==> config.mk <==
export PLATFORM = sky130hd
export DESIGN_NAME = alu8_core
export DESIGN_NICKNAME = d
export VERILOG_FILES = /design/src/rtl/alu8_pkg.sv /design/src/rtl/alu8_addsub.sv /design/src/rtl/alu8_bitwise.sv /design/src/rtl/alu8_flagset.sv /design/src/rtl/alu8_core.sv
export SDC_FILE = /design/constraint.sdc
export NUM_CORES = 1
export LEC_CHECK = 0
export ABC_AREA = 1
export ABC_CLOCK_PERIOD_IN_PS = 4150
export BUFFER_PORTS_ARGS = -buffer_cell sky130_fd_sc_hd__buf_2
export CAP_MARGIN = 20
export CORE_ASPECT_RATIO = 1.5
export CORE_MARGIN = 4
export CORE_UTILIZATION = 40
export DETAILED_ROUTE_END_ITERATION = 8
export PLACE_DENSITY = 0.74
export SLEW_MARGIN = 20
export SYNTH_ARGS = -nofsm -noshare
export SYNTH_HDL_FRONTEND = slang
export SYNTH_SLANG_ARGS = --single-unit
export TNS_END_PERCENT = 10
==> constraint.sdc <==
create_clock -name vclk -period 4.15
set_input_delay 0.415 -clock vclk [all_inputs]
set_output_delay 0.415 -clock vclk [all_outputs]
set_load 0.02 [all_outputs]
==> src/rtl/alu8_pkg.sv <==
package alu8_pkg;
    timeunit 1ns;
    timeprecision 1ps;

    typedef enum logic [2:0] {
        FN_ADD = 3'b000,
        FN_ADC = 3'b001,
        FN_SUB = 3'b010,
        FN_SBB = 3'b011,
        FN_AND = 3'b100,
        FN_XOR = 3'b101,
        FN_OR  = 3'b110,
        FN_CMP = 3'b111
    } fn_e;

    typedef enum logic [1:0] {
        LG_AND = 2'd0,
        LG_XOR = 2'd1,
        LG_OR  = 2'd2
    } lg_e;

    typedef struct packed {
        logic is_logic;
        logic do_sub;
        logic use_cin;
        logic keep_a;
        lg_e  lg_op;
    } ctl_t;

    function automatic ctl_t decode_fn(input fn_e f);
        ctl_t c;
        c.is_logic = 1'b0;
        c.do_sub   = 1'b0;
        c.use_cin  = 1'b0;
        c.keep_a   = 1'b0;
        c.lg_op    = LG_AND;
        unique case (f)
            FN_ADD: ;
            FN_ADC: c.use_cin = 1'b1;
            FN_SUB: c.do_sub = 1'b1;
            FN_SBB: begin c.do_sub = 1'b1; c.use_cin = 1'b1; end
            FN_AND: begin c.is_logic = 1'b1; c.lg_op = LG_AND; end
            FN_XOR: begin c.is_logic = 1'b1; c.lg_op = LG_XOR; end
            FN_OR:  begin c.is_logic = 1'b1; c.lg_op = LG_OR; end
            FN_CMP: begin c.do_sub = 1'b1; c.keep_a = 1'b1; end
            default: ;
        endcase
        return c;
    endfunction
endpackage

==> src/rtl/alu8_addsub.sv <==
module alu8_addsub #(
    parameter int W = 8,
    parameter int H = 4
) (
    input  logic [W-1:0] a,
    input  logic [W-1:0] b,
    input  logic         cb_in,
    input  logic         sub,
    output logic [W-1:0] sum,
    output logic         c_out,
    output logic         h_out
);
    timeunit 1ns;
    timeprecision 1ps;

    localparam int HW = W - H;

    logic [W-1:0]  b_eff;
    logic          c_eff;
    logic [H:0]    lo;
    logic [HW:0]   hi;

    always_comb begin
        b_eff = sub ? ~b : b;
        c_eff = sub ? ~cb_in : cb_in;
        lo    = {1'b0, a[H-1:0]} + {1'b0, b_eff[H-1:0]} + {{H{1'b0}}, c_eff};
        hi    = {1'b0, a[W-1:H]} + {1'b0, b_eff[W-1:H]} + {{HW{1'b0}}, lo[H]};
        sum   = {hi[HW-1:0], lo[H-1:0]};
        c_out = sub ? ~hi[HW] : hi[HW];
        h_out = sub ? ~lo[H] : lo[H];
    end
endmodule

==> src/rtl/alu8_bitwise.sv <==
module alu8_bitwise
    import alu8_pkg::*;
#(
    parameter int W = 8
) (
    input  logic [W-1:0] a,
    input  logic [W-1:0] b,
    input  lg_e          op,
    output logic [W-1:0] y
);
    timeunit 1ns;
    timeprecision 1ps;

    for (genvar i = 0; i < W; i++) begin : g_bit
        always_comb begin
            unique case (op)
                LG_AND:  y[i] = a[i] & b[i];
                LG_XOR:  y[i] = a[i] ^ b[i];
                default: y[i] = a[i] | b[i];
            endcase
        end
    end
endmodule

==> src/rtl/alu8_flagset.sv <==
module alu8_flagset #(
    parameter int W = 8
) (
    input  logic [W-1:0] v,
    output logic         zero,
    output logic         sign,
    output logic         even
);
    timeunit 1ns;
    timeprecision 1ps;

    logic [W:0] chain;
    assign chain[0] = 1'b1;
    for (genvar i = 0; i < W; i++) begin : g_par
        assign chain[i+1] = chain[i] ^ v[i];
    end

    assign zero = (v == '0);
    assign sign = v[W-1];
    assign even = chain[W];
endmodule

==> src/rtl/alu8_core.sv <==
module alu8_core
    import alu8_pkg::*;
#(
    parameter int W = 8,
    parameter int H = 4
) (
    input  logic [W-1:0] opa_i,
    input  logic [W-1:0] opb_i,
    input  logic         cin_i,
    input  logic [2:0]   fn_sel,
    output logic [W-1:0] res_o,
    output logic         cy_o,
    output logic         hc_o,
    output logic         zf_o,
    output logic         sf_o,
    output logic         pf_o
);
    timeunit 1ns;
    timeprecision 1ps;

    ctl_t         ctl;
    logic [W-1:0] arith_y;
    logic [W-1:0] logic_y;
    logic [W-1:0] flag_src;
    logic         a_cy;
    logic         a_hc;

    assign ctl = decode_fn(fn_e'(fn_sel));

    alu8_addsub #(.W(W), .H(H)) addsub_i (
        .a     (opa_i),
        .b     (opb_i),
        .cb_in (cin_i & ctl.use_cin),
        .sub   (ctl.do_sub),
        .sum   (arith_y),
        .c_out (a_cy),
        .h_out (a_hc)
    );

    alu8_bitwise #(.W(W)) bitwise_i (
        .a  (opa_i),
        .b  (opb_i),
        .op (ctl.lg_op),
        .y  (logic_y)
    );

    assign flag_src = ctl.is_logic ? logic_y : arith_y;
    assign res_o    = ctl.keep_a ? opa_i : flag_src;
    assign cy_o     = ctl.is_logic ? 1'b0 : a_cy;
    assign hc_o     = ctl.is_logic ? 1'b0 : a_hc;

    alu8_flagset #(.W(W)) flagset_i (
        .v    (flag_src),
        .zero (zf_o),
        .sign (sf_o),
        .even (pf_o)
    );
endmodule

==> impl_metrics.json, run 1 <==
{
  "antenna_left": 0,
  "power.density_nw_per_um2": 220,
  "switching_share_pct": 57.9,
  "status": "finished, violations left",
  "cp.required_ps": 3730,
  "ios": 33,
  "synth_most_common_cell": "nand2_1",
  "start_util_pct": 42.2,
  "nClkBuffers": 0,
  "synth_area_leader_cell": "ha_1",
  "synth.area.top_cells": "ha_1 21%, nand2_1 15%, inv_1 8.9%",
  "num_antenna_cells": 0,
  "postSynthCellCount": 212,
  "overflow": 0,
  "relSlewSlack_pct": 45.8,
  "firstDrtPassIters": 4,
  "hold_violations": 0,
  "core-area_um2": 3190,
  "arrival_ps": 3770,
  "die_y_um": 79.0,
  "power.share.clock_pct": 0,
  "synth.avg_cell_area_um2": 6.34,
  "track_usage_pct": 15.3,
  "synth_cell_types": 27,
  "hold_class": "primary input to output pin",
  "pre_cts_ws_ps": -144,
  "place_hpwl_um": 2890,
  "drtIter0Drc": 34,
  "ctsHoldBuffers": 0,
  "rows": 25,
  "p_int_uw": 161,
  "worst_slack_ps": -34.1,
  "vias_per_cell": 4.89,
  "max-cap-violations": 0,
  "end_kind": "output pin",
  "cp_max_fo": 4,
  "gp_congestion": 0.884,
  "cpLargestDelayFamily": "adder cells",
  "worst_slew_pin_slew_ps": 809,
  "pwr-share-seq_pct": 0,
  "syn_area_um2": 1350,
  "p_sw_uw": 221,
  "finalSetupViolations": 1,
  "crit_path_start_kind": "primary input",
  "fin_crit_ps": 4180,
  "grt_pass1_wl_um": 5670,
  "p_leak_nw": 1.00,
  "fmax_ghz": 0.239,
  "seq_cell_count": 0,
  "crit_type": "primary input to output pin",
  "ys_top_cells_by_count": "55 x nand2_1, 32 x inv_1, 23 x ha_1",
  "synth_top_area_share_pct": 21.4,
  "fillers": 344,
  "max_stage_delay_ps": 410,
  "grt_setup_unrepaired": "true",
  "drive_gt1_share_pct": 39.8,
  "stdcell_count": 296,
  "yosys_warnings": 0,
  "dpl.cell_count": 293,
  "grt_pass1_vias": 1387,
  "die_area_um2": 4370,
  "wl_um": 3400,
  "drv_slew": 0,
  "syn_nets": 259,
  "wl_per_cell_um": 11.5,
  "violations": "setup timing",
  "regArea_um2": 0,
  "nNetsFinal": 305,
  "vias": 1447,
  "ys_seq_area_share_pct": 0,
  "combPwrFrac_pct": 100.0,
  "area_growth_pct": 29.1,
  "grt_max_degree": 15,
  "fin_crit_sh_pct": 101,
  "cpMostUsedCell": "nand2_2",
  "critPathSlowestCell": "fa_2",
  "ir_drop_mv": 0.119,
  "cp.buffers_inverters": 7,
  "die_w_um": 55.3,
  "drc": 0,
  "grt_antenna_before_repair": 0,
  "portBuffers": 33
}
tightest hold or removal path: stages:
cell and delay, ps:
buf_2 100, nand2_1 50, o21ai_0 50, buf_2 160
cell type report:
type	instances	area (um^2)	share of cell area, %
Inverter	37	144	8.29
Timing Repair Buffer	50	323	18.6
Tap cell	40	50.0	2.88
Multi-Input combinational cell	169	1220	70.2
metal layers:
layer	routed length (um)	global-route usage (%)
met5	0	0
met4	23	2.43
met3	91	0.488
met2	2000	33.2
met1	1290	15.6
power groups by stage:
| stage | Clock, mW | Sequential [mW] | Combinational [mW] |
|---|---|---|---|
| after floorplan | 0 | 0 | 0.249 |
| after global placement | 0 | 0 | 0.340 |
| after detailed placement | 0 | 0 | 0.346 |
| after CTS | 0 | 0 | 0.356 |
| after global routing | 0 | 0 | 0.430 |
| final | 0 | 0 | 0.382 |
through the flow:
step	total power, mW	TNS, ps	cell area (um^2)	util, %	hold slack [ps]
6_report	0.382	-34.1	1740	54.4	1190
5_1_grt	0.430	-423	1740	54.4	1220
4_1_cts	0.356	0	1650	51.8	1190
3_5_place_dp	0.346	-144	1650	51.6	1190
3_3_place_gp	0.340	-81.0	1650	51.6	1190
2_1_floorplan	0.249	0	1390	-	1090
cells by family (layout without fill, tap and decap cells):
| logic type | count (synthesis) | in the layout | share of synthesized area [%] |
|---|---|---|---|
| AO/OA/AOI/OAI | 25 | 25 | 10.6 |
| XOR/XNOR | 9 | 9 | 5.86 |
| adder cells (fa/ha/maj) | 27 | 27 | 27.3 |
| AND/OR/NAND/NOR | 108 | 108 | 40.7 |
| buffers and inverters | 43 | 87 | 15.4 |
cells in the final DEF (no fill, tap or decap), types with 3 or more instances in the layout:
| cell type | instances |
|---|---|
| nand2_4 | 5 |
| buf_4 | 20 |
| nor2_2 | 3 |
| o21ai_0 | 13 |
| inv_1 | 26 |
| nand2_2 | 10 |
| nand4_1 | 3 |
| nor2_1 | 12 |
| ha_1 | 23 |
| nand2_1 | 49 |
| fa_2 | 4 |
| buf_2 | 27 |
| xor2_1 | 9 |
| nand3_1 | 12 |
| a21oi_1 | 3 |
| nand3_2 | 7 |
| inv_2 | 9 |
final timing paths:
kind,start,to,cells after the start
worst min-delay path,opa_i[4],res_o[4],4
worst max-delay path,fn_sel[0],pf_o,27
repair_timing:
action / in CTS / in global routing
gates resized for setup: 4 / 23
buffers inserted: 0 / 3
setup endpoints to repair: 1 / 3
pin swaps: 4 / 14
No activity file was read; power rests on OpenSTA's default activity.
==> run 2, diff against run 1 <==
ABC_CLOCK_PERIOD_IN_PS = 4980   (was 4150)
PLACE_DENSITY = 0.72   (was 0.74)
clock period = 4.98 ns   (was 4.15 ns; I/O delays follow)
==> run 2 against run 1 <==
The flow now finishes without violations. Largest power group unchanged. Critical path depth stayed put. Sequential share of layout area is the same. Routed wire length down 7.4%. Largest cell class unchanged. Count of clock-buffer cells in the layout stayed put. Worst hold slack improved by 180 ps.
==> impl_metrics.json, run 2 (synthesis results as in run 1) <==
{
  "status": "completed",
  "fmax_ghz": 0.214,
  "drtIter0Drc": 32,
  "nNetsFinal": 289,
  "rows": 25,
  "fin_crit_sh_pct": 93.7,
  "worst_slew_pin_slew_ps": 729,
  "wl_um": 3150,
  "p_int_uw": 95.6,
  "grt_antenna_before_repair": 0,
  "final_cell_mix": "55 x nand2_1, 32 x inv_1, 32 x buf_2",
  "crit_path_start": "fn_sel[0]",
  "switching_share_pct": 63.3,
  "cp_max_fo": 8,
  "max_stage_delay_ps": 430,
  "area_growth_pct": 13.1,
  "max-cap-violations": 0,
  "gp_congestion": 0.914,
  "fin_crit_ps": 4670,
  "critPathSlowestCell": "fa_1",
  "grt_max_degree": 15,
  "power.density_nw_per_um2": 171,
  "worst-path-stages": 27,
  "relSlewSlack_pct": 51.2,
  "combPwrFrac_pct": 100.0,
  "final_util_pct": 47.7,
  "seq_cell_count": 0,
  "num_antenna_cells": 0,
  "p_sw_uw": 165,
  "vias": 1373,
  "hold_class": "primary input to output pin",
  "die_y_um": 79.0,
  "wl_per_cell_um": 11.3,
  "cpMostUsedCell": "nand2_1",
  "hold_violations": 0,
  "cp.required_ps": 4480,
  "drc": 0,
  "arrival_ps": 4170,
  "final_common_cell": "nand2_1",
  "dpl.cell_count": 280,
  "power.share.clock_pct": 0,
  "antenna_left": 0,
  "cp-endpoint": "pf_o",
  "regArea_um2": 0,
  "fillers": 378,
  "grt_pass1_wl_um": 5460,
  "portBuffers": 33,
  "grt_setup_unrepaired": "false",
  "start_util_pct": 42.2,
  "core-area_um2": 3190,
  "crit_path_start_kind": "primary input",
  "die_area_um2": 4370,
  "drv_slew": 0,
  "firstDrtPassIters": 4,
  "cp.buffers_inverters": 7,
  "grt_pass1_vias": 1358,
  "crit_type": "primary input to output pin",
  "multiInputGateArea_um2": 1150,
  "place_hpwl_um": 2680,
  "stdcell_count": 280,
  "track_usage_pct": 14.6,
  "drive_gt1_share_pct": 26.7,
  "p_leak_nw": 0.913,
  "die_w_um": 55.3,
  "vias_per_cell": 4.90,
  "overflow": 0,
  "ir_drop_mv": 0.0752,
  "ios": 33,
  "tns_ps": 0,
  "pwr-share-seq_pct": 0,
  "nClkBuffers": 0,
  "finalSetupViolations": 0,
  "cpLargestDelayFamily": "adder cells",
  "end_kind": "output pin",
  "cts_setup_buffers": 0
}
-- run 2: per-layer routing --
metal	wire length [um]	part of all wire [%]	up-vias	global-route usage, %
met5	0	0	-	0
met4	52	1.7	0	4.87
met3	97	3.1	6	0.488
met2	1730	55	22	30.0
met1	1280	40	621	15.4
li1	-	-	724	-
-- run 2: what timing repair did --
action,in CTS,in global routing
hold buffers,0,0
gates resized for setup,0,4
endpoints found under the setup margin,0,1
-- run 2: stage by stage --
step | total power, mW | area, um^2 | worst slack, ps | hold WS [ps]
detailed placement | 0.257 | 1500 | 149 | 1370
global route | 0.292 | 1520 | 9.06 | 1410
floorplan | 0.194 | 1350 | 445 | 1250
global placement | 0.254 | 1500 | 262 | 1350
finish | 0.261 | 1520 | 314 | 1360
CTS | 0.258 | 1500 | 142 | 1370
-- run 2: power by group through the flow --
stage	Sequential [mW]	Combinational [mW]	Clock, mW
final	0	0.261	0
after global routing	0	0.292	0
after CTS	0	0.258	0
after detailed placement	0	0.257	0
after global placement	0	0.254	0
after floorplan	0	0.194	0
-- run 2: worst min-delay path by stage --
stage                     slack, ps  cells after the start     start       end
after detailed placement       1370                      4  opa_i[4]  res_o[4]
after global routing           1410                      4  opa_i[4]  res_o[4]
after floorplan                1250                      2  opa_i[0]  res_o[0]
final                          1360                      4  opa_i[4]  res_o[4]
after CTS                      1370                      4  opa_i[4]  res_o[4]
after global placement         1350                      4  opa_i[4]  res_o[4]
-- run 2: final cells by class --
type,instances,share of cell area [%]
inverter,37,9.46
multi-input combinational,169,75.7
tap,40,3.29
timing repair buffer,34,11.5
-- run 2: tightest hold or removal path, cell delays in order --
cell     delay, ps
buf_2          100
nand2_1         50
o21ai_0         60
buf_2          160
